===== config.mk =====
export PLATFORM = sky130hd
export DESIGN_NAME = wdt_two_phase
export DESIGN_NICKNAME = d
export VERILOG_FILES = /design/src/rtl/wdt_pkg.sv /design/src/rtl/wdt_tick_gen.sv /design/src/rtl/wdt_phase_seq.sv /design/src/rtl/wdt_reset_drive.sv /design/src/rtl/wdt_two_phase.sv
export SDC_FILE = /design/constraint.sdc
export NUM_CORES = 1
export LEC_CHECK = 0
export ABC_CLOCK_PERIOD_IN_PS = 5400
export CORE_AREA = 2 2 92 94
export CTS_CLUSTER_SIZE = 24
export DETAILED_ROUTE_END_ITERATION = 12
export DIE_AREA = 0 0 94 96
export GPL_TIMING_DRIVEN = 0
export PLACE_DENSITY = 0.61
export SLEW_MARGIN = 20
export SYNTH_ARGS = -nofsm -noshare
export SYNTH_HDL_FRONTEND = slang
export SYNTH_SLANG_ARGS = --single-unit

===== constraint.sdc =====
create_clock -name clk_i -period 5.4 [get_ports clk_i]
set_clock_uncertainty 0.15 [all_clocks]
set_input_delay 1.62 -clock clk_i [delete_from_list [all_inputs] [get_ports clk_i]]
set_output_delay 1.62 -clock clk_i [all_outputs]
set_load 0.005 [all_outputs]

===== src/rtl/wdt_pkg.sv =====
package wdt_pkg;

   // Control word layout (software decodes these positions)
   localparam int CTL_EN_BIT   = 31;
   localparam int CTL_SEL_LSB  = 29;
   localparam int CTL_L1_LSB   = 22;
   localparam int CTL_L2_LSB   = 15;
   localparam int CTL_MODE_LSB = 0;

   // Status word bits
   localparam int STS_PRE_BIT  = 31;
   localparam int STS_RST_BIT  = 30;

   // Kick bit in the kick word
   localparam int KICK_BIT     = 31;

   // Field widths
   localparam int SEL_W  = 2;
   localparam int LIM_W  = 5;
   localparam int MODE_W = 2;

   // Byte offsets of the three words
   localparam logic [3:0] OFF_KICK = 4'h0;
   localparam logic [3:0] OFF_STS  = 4'h4;
   localparam logic [3:0] OFF_CTL  = 4'h8;

   // Mode value loaded at reset
   localparam logic [MODE_W-1:0] MODE_DEFAULT = 2'd1;

   typedef enum logic [1:0] {
      PH_IDLE = 2'd0,
      PH_ONE  = 2'd1,
      PH_TWO  = 2'd2
   } phase_e;

endpackage


===== src/rtl/wdt_tick_gen.sv =====
module wdt_tick_gen #(
   parameter int BASE_LOG2 = 25,
   parameter int SEL_W     = 2
) (
   input  logic             clk_i,
   input  logic             rst_ni,
   input  logic             run_i,
   input  logic             restart_i,
   input  logic [SEL_W-1:0] sel_i,
   output logic             tick_o
);
   localparam int MAX_SEL = (1 << SEL_W) - 1;
   localparam int CNT_W   = BASE_LOG2 + MAX_SEL;

   logic [CNT_W-1:0] presc_q;
   logic [CNT_W-1:0] mask;

   // Low BASE_LOG2+sel bits all ones marks the last cycle of a tick
   always_comb begin
      mask = {CNT_W{1'b1}} >> (MAX_SEL - int'(sel_i));
   end

   always_ff @(posedge clk_i) begin
      if (!rst_ni || !run_i || restart_i) begin
         presc_q <= '0;
      end else begin
         presc_q <= presc_q + 1'b1;
      end
   end

   assign tick_o = run_i && ((presc_q & mask) == mask);

endmodule


===== src/rtl/wdt_phase_seq.sv =====
module wdt_phase_seq
   import wdt_pkg::*;
#(
   parameter int LIM_W = 5
) (
   input  logic             clk_i,
   input  logic             rst_ni,
   input  logic             run_i,
   input  logic             restart_i,
   input  logic             tick_i,
   input  logic [LIM_W-1:0] lim1_i,
   input  logic [LIM_W-1:0] lim2_i,
   output logic             p1_done_o,
   output logic             p2_done_o
);
   phase_e           phase_q;
   logic [LIM_W-1:0] cnt_q;
   logic             step;

   assign step      = run_i && !restart_i && tick_i;
   assign p1_done_o = step && (phase_q == PH_ONE) && (cnt_q == lim1_i);
   assign p2_done_o = step && (phase_q == PH_TWO) && (cnt_q == lim2_i);

   always_ff @(posedge clk_i) begin
      if (!rst_ni || !run_i) begin
         phase_q <= PH_IDLE;
         cnt_q   <= '0;
      end else if (restart_i || phase_q == PH_IDLE) begin
         phase_q <= PH_ONE;
         cnt_q   <= '0;
      end else if (p1_done_o) begin
         phase_q <= PH_TWO;
         cnt_q   <= '0;
      end else if (p2_done_o) begin
         phase_q <= PH_IDLE;
         cnt_q   <= '0;
      end else if (step) begin
         cnt_q   <= cnt_q + 1'b1;
      end
   end

endmodule


===== src/rtl/wdt_reset_drive.sv =====
module wdt_reset_drive #(
   parameter int N_OUT  = 3,
   parameter int MODE_W = 2
) (
   input  logic              clk_i,
   input  logic              rst_ni,
   input  logic              fire_i,
   input  logic [MODE_W-1:0] mode_i,
   output logic [N_OUT-1:0]  pulse_o
);
   logic [N_OUT-1:0] hit;

   // Output 0 also takes every mode value with no output of its own
   for (genvar i = 0; i < N_OUT; i++) begin : g_out
      if (i == 0) begin : g_default
         assign hit[i] = (int'(mode_i) == 0) || (int'(mode_i) >= N_OUT);
      end else begin : g_plain
         assign hit[i] = (int'(mode_i) == i);
      end

      always_ff @(posedge clk_i) begin
         if (!rst_ni) begin
            pulse_o[i] <= 1'b0;
         end else begin
            pulse_o[i] <= fire_i && hit[i];
         end
      end
   end

endmodule


===== src/rtl/wdt_two_phase.sv =====
module wdt_two_phase
   import wdt_pkg::*;
#(
   parameter int BASE_LOG2 = 25,
   parameter int ADDR_W    = 4
) (
   input  logic              clk_i,
   input  logic              rst_ni,
   input  logic              bus_wr_i,
   input  logic [ADDR_W-1:0] bus_addr_i,
   input  logic [31:0]       bus_wdata_i,
   output logic [31:0]       bus_rdata_o,
   output logic              irq_pre_o,
   output logic              rst_soc_o,
   output logic              rst_cpu_o,
   output logic              rst_sw_o
);
   localparam int N_RST = 3;

   if (BASE_LOG2 < 1 || BASE_LOG2 > 40) begin : g_chk_base
      $error("BASE_LOG2 out of range");
   end
   if (ADDR_W < 4) begin : g_chk_addr
      $error("ADDR_W must hold offset 0x8");
   end

   // Register state
   logic              ctrl_en;
   logic [SEL_W-1:0]  ctl_sel_q;
   logic [LIM_W-1:0]  ctl_l1_q;
   logic [LIM_W-1:0]  ctl_l2_q;
   logic [MODE_W-1:0] ctl_mode_q;
   logic              lock_q;
   logic              st_pre_q;
   logic              st_rst_q;

   logic              wr_kick, wr_sts, wr_ctl;
   logic              kick;
   logic              tick, p1_done, p2_done;
   logic [N_RST-1:0]  rst_pulse;

   assign wr_kick = bus_wr_i && (bus_addr_i == ADDR_W'(OFF_KICK));
   assign wr_sts  = bus_wr_i && (bus_addr_i == ADDR_W'(OFF_STS));
   assign wr_ctl  = bus_wr_i && (bus_addr_i == ADDR_W'(OFF_CTL));
   assign kick    = wr_kick && bus_wdata_i[KICK_BIT];

   always_ff @(posedge clk_i) begin
      if (!rst_ni) begin
         ctrl_en    <= 1'b0;
         ctl_sel_q  <= '0;
         ctl_l1_q   <= '0;
         ctl_l2_q   <= '0;
         ctl_mode_q <= MODE_DEFAULT;
         lock_q     <= 1'b0;
      end else begin
         if (wr_ctl) begin
            ctl_sel_q  <= bus_wdata_i[CTL_SEL_LSB  +: SEL_W];
            ctl_l1_q   <= bus_wdata_i[CTL_L1_LSB   +: LIM_W];
            ctl_l2_q   <= bus_wdata_i[CTL_L2_LSB   +: LIM_W];
            ctl_mode_q <= bus_wdata_i[CTL_MODE_LSB +: MODE_W];
         end
         if (p2_done) begin
            ctrl_en <= 1'b0;
            lock_q  <= 1'b0;
         end else begin
            if (wr_ctl) begin
               ctrl_en <= bus_wdata_i[CTL_EN_BIT] || lock_q || p1_done;
            end
            if (p1_done) begin
               lock_q <= 1'b1;
            end
         end
      end
   end

   // Sticky flags: a new event wins over a clear in the same cycle
   always_ff @(posedge clk_i) begin
      if (!rst_ni) begin
         st_pre_q <= 1'b0;
         st_rst_q <= 1'b0;
      end else begin
         if (p1_done) begin
            st_pre_q <= 1'b1;
         end else if (wr_sts && bus_wdata_i[STS_PRE_BIT]) begin
            st_pre_q <= 1'b0;
         end
         if (p2_done) begin
            st_rst_q <= 1'b1;
         end else if (wr_sts && bus_wdata_i[STS_RST_BIT]) begin
            st_rst_q <= 1'b0;
         end
      end
   end

   wdt_tick_gen #(
      .BASE_LOG2 (BASE_LOG2),
      .SEL_W     (SEL_W)
   ) u_tick (
      .clk_i     (clk_i),
      .rst_ni    (rst_ni),
      .run_i     (ctrl_en),
      .restart_i (kick),
      .sel_i     (ctl_sel_q),
      .tick_o    (tick)
   );

   wdt_phase_seq #(
      .LIM_W (LIM_W)
   ) u_seq (
      .clk_i     (clk_i),
      .rst_ni    (rst_ni),
      .run_i     (ctrl_en),
      .restart_i (kick),
      .tick_i    (tick),
      .lim1_i    (ctl_l1_q),
      .lim2_i    (ctl_l2_q),
      .p1_done_o (p1_done),
      .p2_done_o (p2_done)
   );

   wdt_reset_drive #(
      .N_OUT  (N_RST),
      .MODE_W (MODE_W)
   ) u_rst (
      .clk_i   (clk_i),
      .rst_ni  (rst_ni),
      .fire_i  (p2_done),
      .mode_i  (ctl_mode_q),
      .pulse_o (rst_pulse)
   );

   assign rst_soc_o = rst_pulse[0];
   assign rst_cpu_o = rst_pulse[1];
   assign rst_sw_o  = rst_pulse[2];
   assign irq_pre_o = st_pre_q;

   always_comb begin
      bus_rdata_o = '0;
      if (bus_addr_i == ADDR_W'(OFF_STS)) begin
         bus_rdata_o[STS_PRE_BIT] = st_pre_q;
         bus_rdata_o[STS_RST_BIT] = st_rst_q;
      end else if (bus_addr_i == ADDR_W'(OFF_CTL)) begin
         bus_rdata_o[CTL_EN_BIT]               = ctrl_en;
         bus_rdata_o[CTL_SEL_LSB  +: SEL_W]    = ctl_sel_q;
         bus_rdata_o[CTL_L1_LSB   +: LIM_W]    = ctl_l1_q;
         bus_rdata_o[CTL_L2_LSB   +: LIM_W]    = ctl_l2_q;
         bus_rdata_o[CTL_MODE_LSB +: MODE_W]   = ctl_mode_q;
      end
   end

endmodule


### Yosys cells after proc, flatten, opt, wreduce, memory -nomap -nowiden

Index checks and enable logic that the tools add are counted.

* bits in registers: 56
* input port bits: 39
* output and inout bits: 36
* logic and storage cells: 82

* add/sub/neg operators: 3
* $lt $le $gt $ge: 1
* equality and inequality tests: 9
* shift operators: 1
* mux-type cells: 16
* bitwise logic cells: 2
* reduce and logical (&&, ||, !) cells: 35

Operators by type and width (count)
* $shr A28 B32 Y28 const A: 1
* $add A28 B1 Y28 const B: 1
* $and A28 B28 Y28: 1
* $eq A28 B28 Y1: 1
* $mux W5: 4
* $logic_and A1 B1 Y1: 16
* $eq A5 B5 Y1: 2
* $mux W2: 5
* $eq A2 B2 Y1 const B: 3
* $logic_or A1 B1 Y1: 6
* $mux W1: 6
* $reduce_bool A2 Y1: 3
* $add A5 B1 Y5 const B: 1
* $eq A4 B3 Y1 const B: 1
* $eq A4 B4 Y1 const B: 1
* $logic_not A2 Y1: 2
* $logic_not A4 Y1: 1
* $reduce_or A2 Y1: 2
* $reduce_or A4 Y1: 1
* $logic_not A1 Y1: 3
* $mux W3: 1
* $reduce_bool A3 Y1: 1
* $sub A2 B2 Y3 const A: 1
* $eq A2 B1 Y1 const B: 1
* other kinds (2): 2

### Longest topological paths before layout

* depth after elaboration: 11
* depth in mapped cells: 7
* gate-level depth less buffers: 6

### Modules after synthesis

A second synthesis with hierarchy kept.

* cell total of the unflattened synthesis: 344
* area, all modules: 2894.0 µm²

By module, submodules not included
* wdt_tick_gen: times used 1, cells each 157, area an instance 1305.0 µm², seq. area each 560.5 µm²
* wdt_two_phase: times used 1, cells each 120, area an instance 977.2 µm², seq. area each 360.3 µm²
* wdt_phase_seq: times used 1, cells each 57, area an instance 500.5 µm², seq. area each 140.1 µm²
* wdt_reset_drive: times used 1, cells each 10, area an instance 111.4 µm², seq. area each 60.1 µm²

### Least setup slack after synthesis

No wires, ideal clock.

* path type: input-to-output
* from: input port bus_addr_i[1]
* to: output port bus_rdata_o[0]
* arrival: 2701 ps
* required time: 3630 ps
* path slack: 929 ps
* stages: 3
* buffers on the path: 1
* cell sequence: nor4b_1 clkbuf_1 and2_1

* word-level cells in the longest chain between the ends: 3
* elaborated cells between the ends (all ways): 4
* classes of those cells: eq/ne: 2; mux: 2

Ends and longest elaborated chain
* from (decl): RTL line wdt_two_phase.sv:10 `input logic [ADDR_W-1:0] bus_addr_i,`
* $eq A4 B4 Y1: RTL line wdt_two_phase.sv:142 `end else if (bus_addr_i == ADDR_W'(OFF_CTL)) begin`
* $mux W2: RTL line wdt_two_phase.sv:142
* $mux W2 *: RTL line wdt_two_phase.sv:139 `if (bus_addr_i == ADDR_W'(OFF_STS)) begin`
* to (decl): RTL line wdt_two_phase.sv:12 `output logic [31:0] bus_rdata_o,`

Every way passes the cells marked *; elsewhere a longest branch is shown, timed or not.

### Worst setup path in the final report

* from: input port bus_addr_i[2]
* to: output port bus_rdata_o[22]

* word-level cells in the longest chain between the ends: 3
* elaborated cells between the ends (all ways): 4
* classes of those cells: eq/ne: 2; mux: 2

Ends and longest elaborated chain (RTL line)
* $eq A4 B4 Y1: wdt_two_phase.sv:142
* $mux W5: wdt_two_phase.sv:142
* $mux W5 *: wdt_two_phase.sv:139

Marks and branches as above.

==> results.json <==
{
  "period_needed_ps": 5271,
  "synthesis.area_um2": 2754,
  "htreeDepth": 2,
  "nNetsFinal": 425,
  "p_total_uw": 696.5,
  "synth_flop_cell": "dfxtp_1",
  "crit_path_start_kind": "primary input",
  "grt_use_total_pct": 12.38,
  "dp.final_hpwl_mm": 4.223,
  "final_area_um2": 3462,
  "synth_top_cells_by_count": "dfxtp_1, nand2_1, nor2_1, xnor2_1, buf_4",
  "maxCapViolations": 0,
  "slew_violations": 0,
  "grt_antenna_before_repair": 0,
  "vdd_drop_max_mv": 0.07920,
  "dieHeight_um": 96,
  "synth-seq-cells": 56,
  "ys_seq_area_share_pct": 40.71,
  "hp-class": "reg -> reg",
  "highest_layer": "met4",
  "clk_pin_slew_worst_paths_ps": 100,
  "route.detailed.drc": 0,
  "status": "complete, no violations",
  "clockBufferDepth": 2,
  "cts_root_buf": "clkbuf_8",
  "postPlaceCellArea_um2": 3346,
  "synth_cell_types": 44,
  "crit_arrival_ps": 3500,
  "hold_buffers": 0,
  "vias_per_cell": 4.541,
  "ant_nets": 0,
  "routabilityCongestion": 0.8041,
  "avgSynthCellArea_um2": 8.660,
  "clock_latency_ps": 310,
  "area_growth_pct": 25.72,
  "clock-sinks": 56,
  "power_density_nw_per_um2": 201.2,
  "grt_pass1_vias": 1990,
  "firstDrtPassIters": 4,
  "yosys.area.top_type": "dfxtp_1",
  "drive_gt1_share_pct": 10.97,
  "syn_inst": 318,
  "end_kind": "output port",
  "start_util_pct": 34.20,
  "synthTopCellsByArea": "dfxtp_1, xnor2_1, nand2_1, nor2_1, buf_4",
  "fin_crit_sh_pct": 97.61,
  "met3WireLength_um": 251,
  "grt_pass1_wl_mm": 8.976,
  "rsz0062_at_grt": "no",
  "synthArstFlopShare_pct": 0,
  "num_vias": 2216,
  "wl_per_cell_um": 11.32,
  "path_max_fanout": 10,
  "synth.most_common_cell": "dfxtp_1",
  "wl_met2_mm": 2.497,
  "io_pins": 75,
  "relSlewSlack_pct": 59.04,
  "m1WireLength_mm": 2.722,
  "synth-edff-count": 0,
  "hold_viol": 0,
  "die_w_um": 94,
  "fillers": 846,
  "yosysTopAreaCellShare_pct": 40.71,
  "diodes": 0,
  "setup_viol": 0,
  "ys_warn_count": 0,
  "dr.first_iter.drc_count": 68,
  "wl_mm": 5.522,
  "grt_max_degree": 17,
  "overflow": 0,
  "worstMarginPinSlew_ps": 605.9,
  "power_leakage_nw": 1.209,
  "cts_tree": "built",
  "max_freq_mhz": 189.7,
  "cts_buffers": 5,
  "dieArea_um2": 9024,
  "crit_type": "in -> out",
  "worstPathRequired_ps": 3630,
  "core_area_um2": 8051,
  "tns_ps": 0,
  "rows": 33,
  "port_buffers": 40
}
==> power breakdown <==
part           total, mW  leakage, nW  switching (mW)  internal [mW]
combinational     0.0442        0.707          0.0171         0.0271
clock              0.236       0.0510           0.133          0.103
sequential         0.416        0.451         0.00177          0.414
==> worst paths after layout <==
path	start	to	slack, ps	cells after the start
max reg2reg	u_tick.presc_q[13]	u_seq.phase_q[1]	2940	6
min reg2reg	lock_q	lock_q	330	2
min	lock_q	lock_q	330	2
max	bus_addr_i[2]	bus_rdata_o[22]	130	5
==> layer usage <==
metal  track usage, %  vias to the layer above
met1            16.15                     1002
li1                 -                     1166
met4            3.261                        0
met5                0                        -
met2            20.71                       43
met3            2.819                        5
==> state kept, by name, summed over array words and instances, names as in the netlist <==
signal,cells
irq_pre_o,1
u_seq.cnt_q,5
u_seq.phase_q,2
ctrl_en,1
ctl_l2_q,5
u_tick.presc_q,28
ctl_l1_q,5
ctl_mode_q,2
st_rst_q,1
u_rst.pulse_o,3
lock_q,1
ctl_sel_q,2
==> worst max-delay path, cell delays in order <==
cell and delay [ps]:
clkdlybuf4s50_1 520, nor4b_4 450, clkbuf_2 260, and2_1 150, clkdlybuf4s50_1 490
==> cells in the final DEF (no fill, tap or decap), types with 4 or more instances in the layout <==
cell type	instances
nand2_1	42
and2_1	13
a21boi_0	15
inv_1	5
nand3_1	13
nor2_1	37
dfxtp_1	56
a21oi_1	5
nor4_1	4
clkdlybuf4s50_1	40
ha_1	4
clkbuf_8	6
xor2_1	15
and3_1	8
buf_4	19
nand4_1	8
conb_1	17
clkbuf_1	7
o21ai_0	4
nor3_1	5
xnor2_1	22
==> layout make-up <==
type	count	area, µm²	area share, %
clock buffers	6	82.58	2.385
multi-input cells	246	1519	43.87
inverters	5	18.77	0.5421
plain buffers	27	171.4	4.951
well taps	105	131.4	3.795
repair buffers	41	407.9	11.78
flip-flops and latches	56	1121	32.38
clock inverters	2	10.01	0.2891
==> logic make-up (layout without fill, tap and decap cells) <==
kind of cell / count (synthesis) / in the layout / synth area share (%)
compound gates: 32 / 32 / 8.133
xor+xnor: 37 / 37 / 11.77
fa+ha+maj: 4 / 4 / 1.817
buf+inv: 32 / 81 / 6.860
flops: 56 / 56 / 40.71
mux: 1 / 1 / 0.3635
other cells: 1 / 17 / 0.1362
simple gates: 155 / 155 / 30.21
==> through the flow <==
stage               setup slack [ps]  hold slack, ps  utilization [%]  std cells
finish                         129.1           325.4            43.00        488
global placement              -467.3           304.6            41.55        479
floorplan                      929.4           274.7                -        334
CTS                            6.348           332.3            42.89        487
global route                   34.71           371.5            43.00        488
detailed placement            -531.1           302.4            41.55        479
==> what timing repair did <==
action,CTS,global route
resized for setup,2,2
pin swaps,0,1
buffers inserted,0,1
setup endpoints to repair,15,10
gates cloned,0,0
No activity file was read; power rests on OpenSTA's default activity.
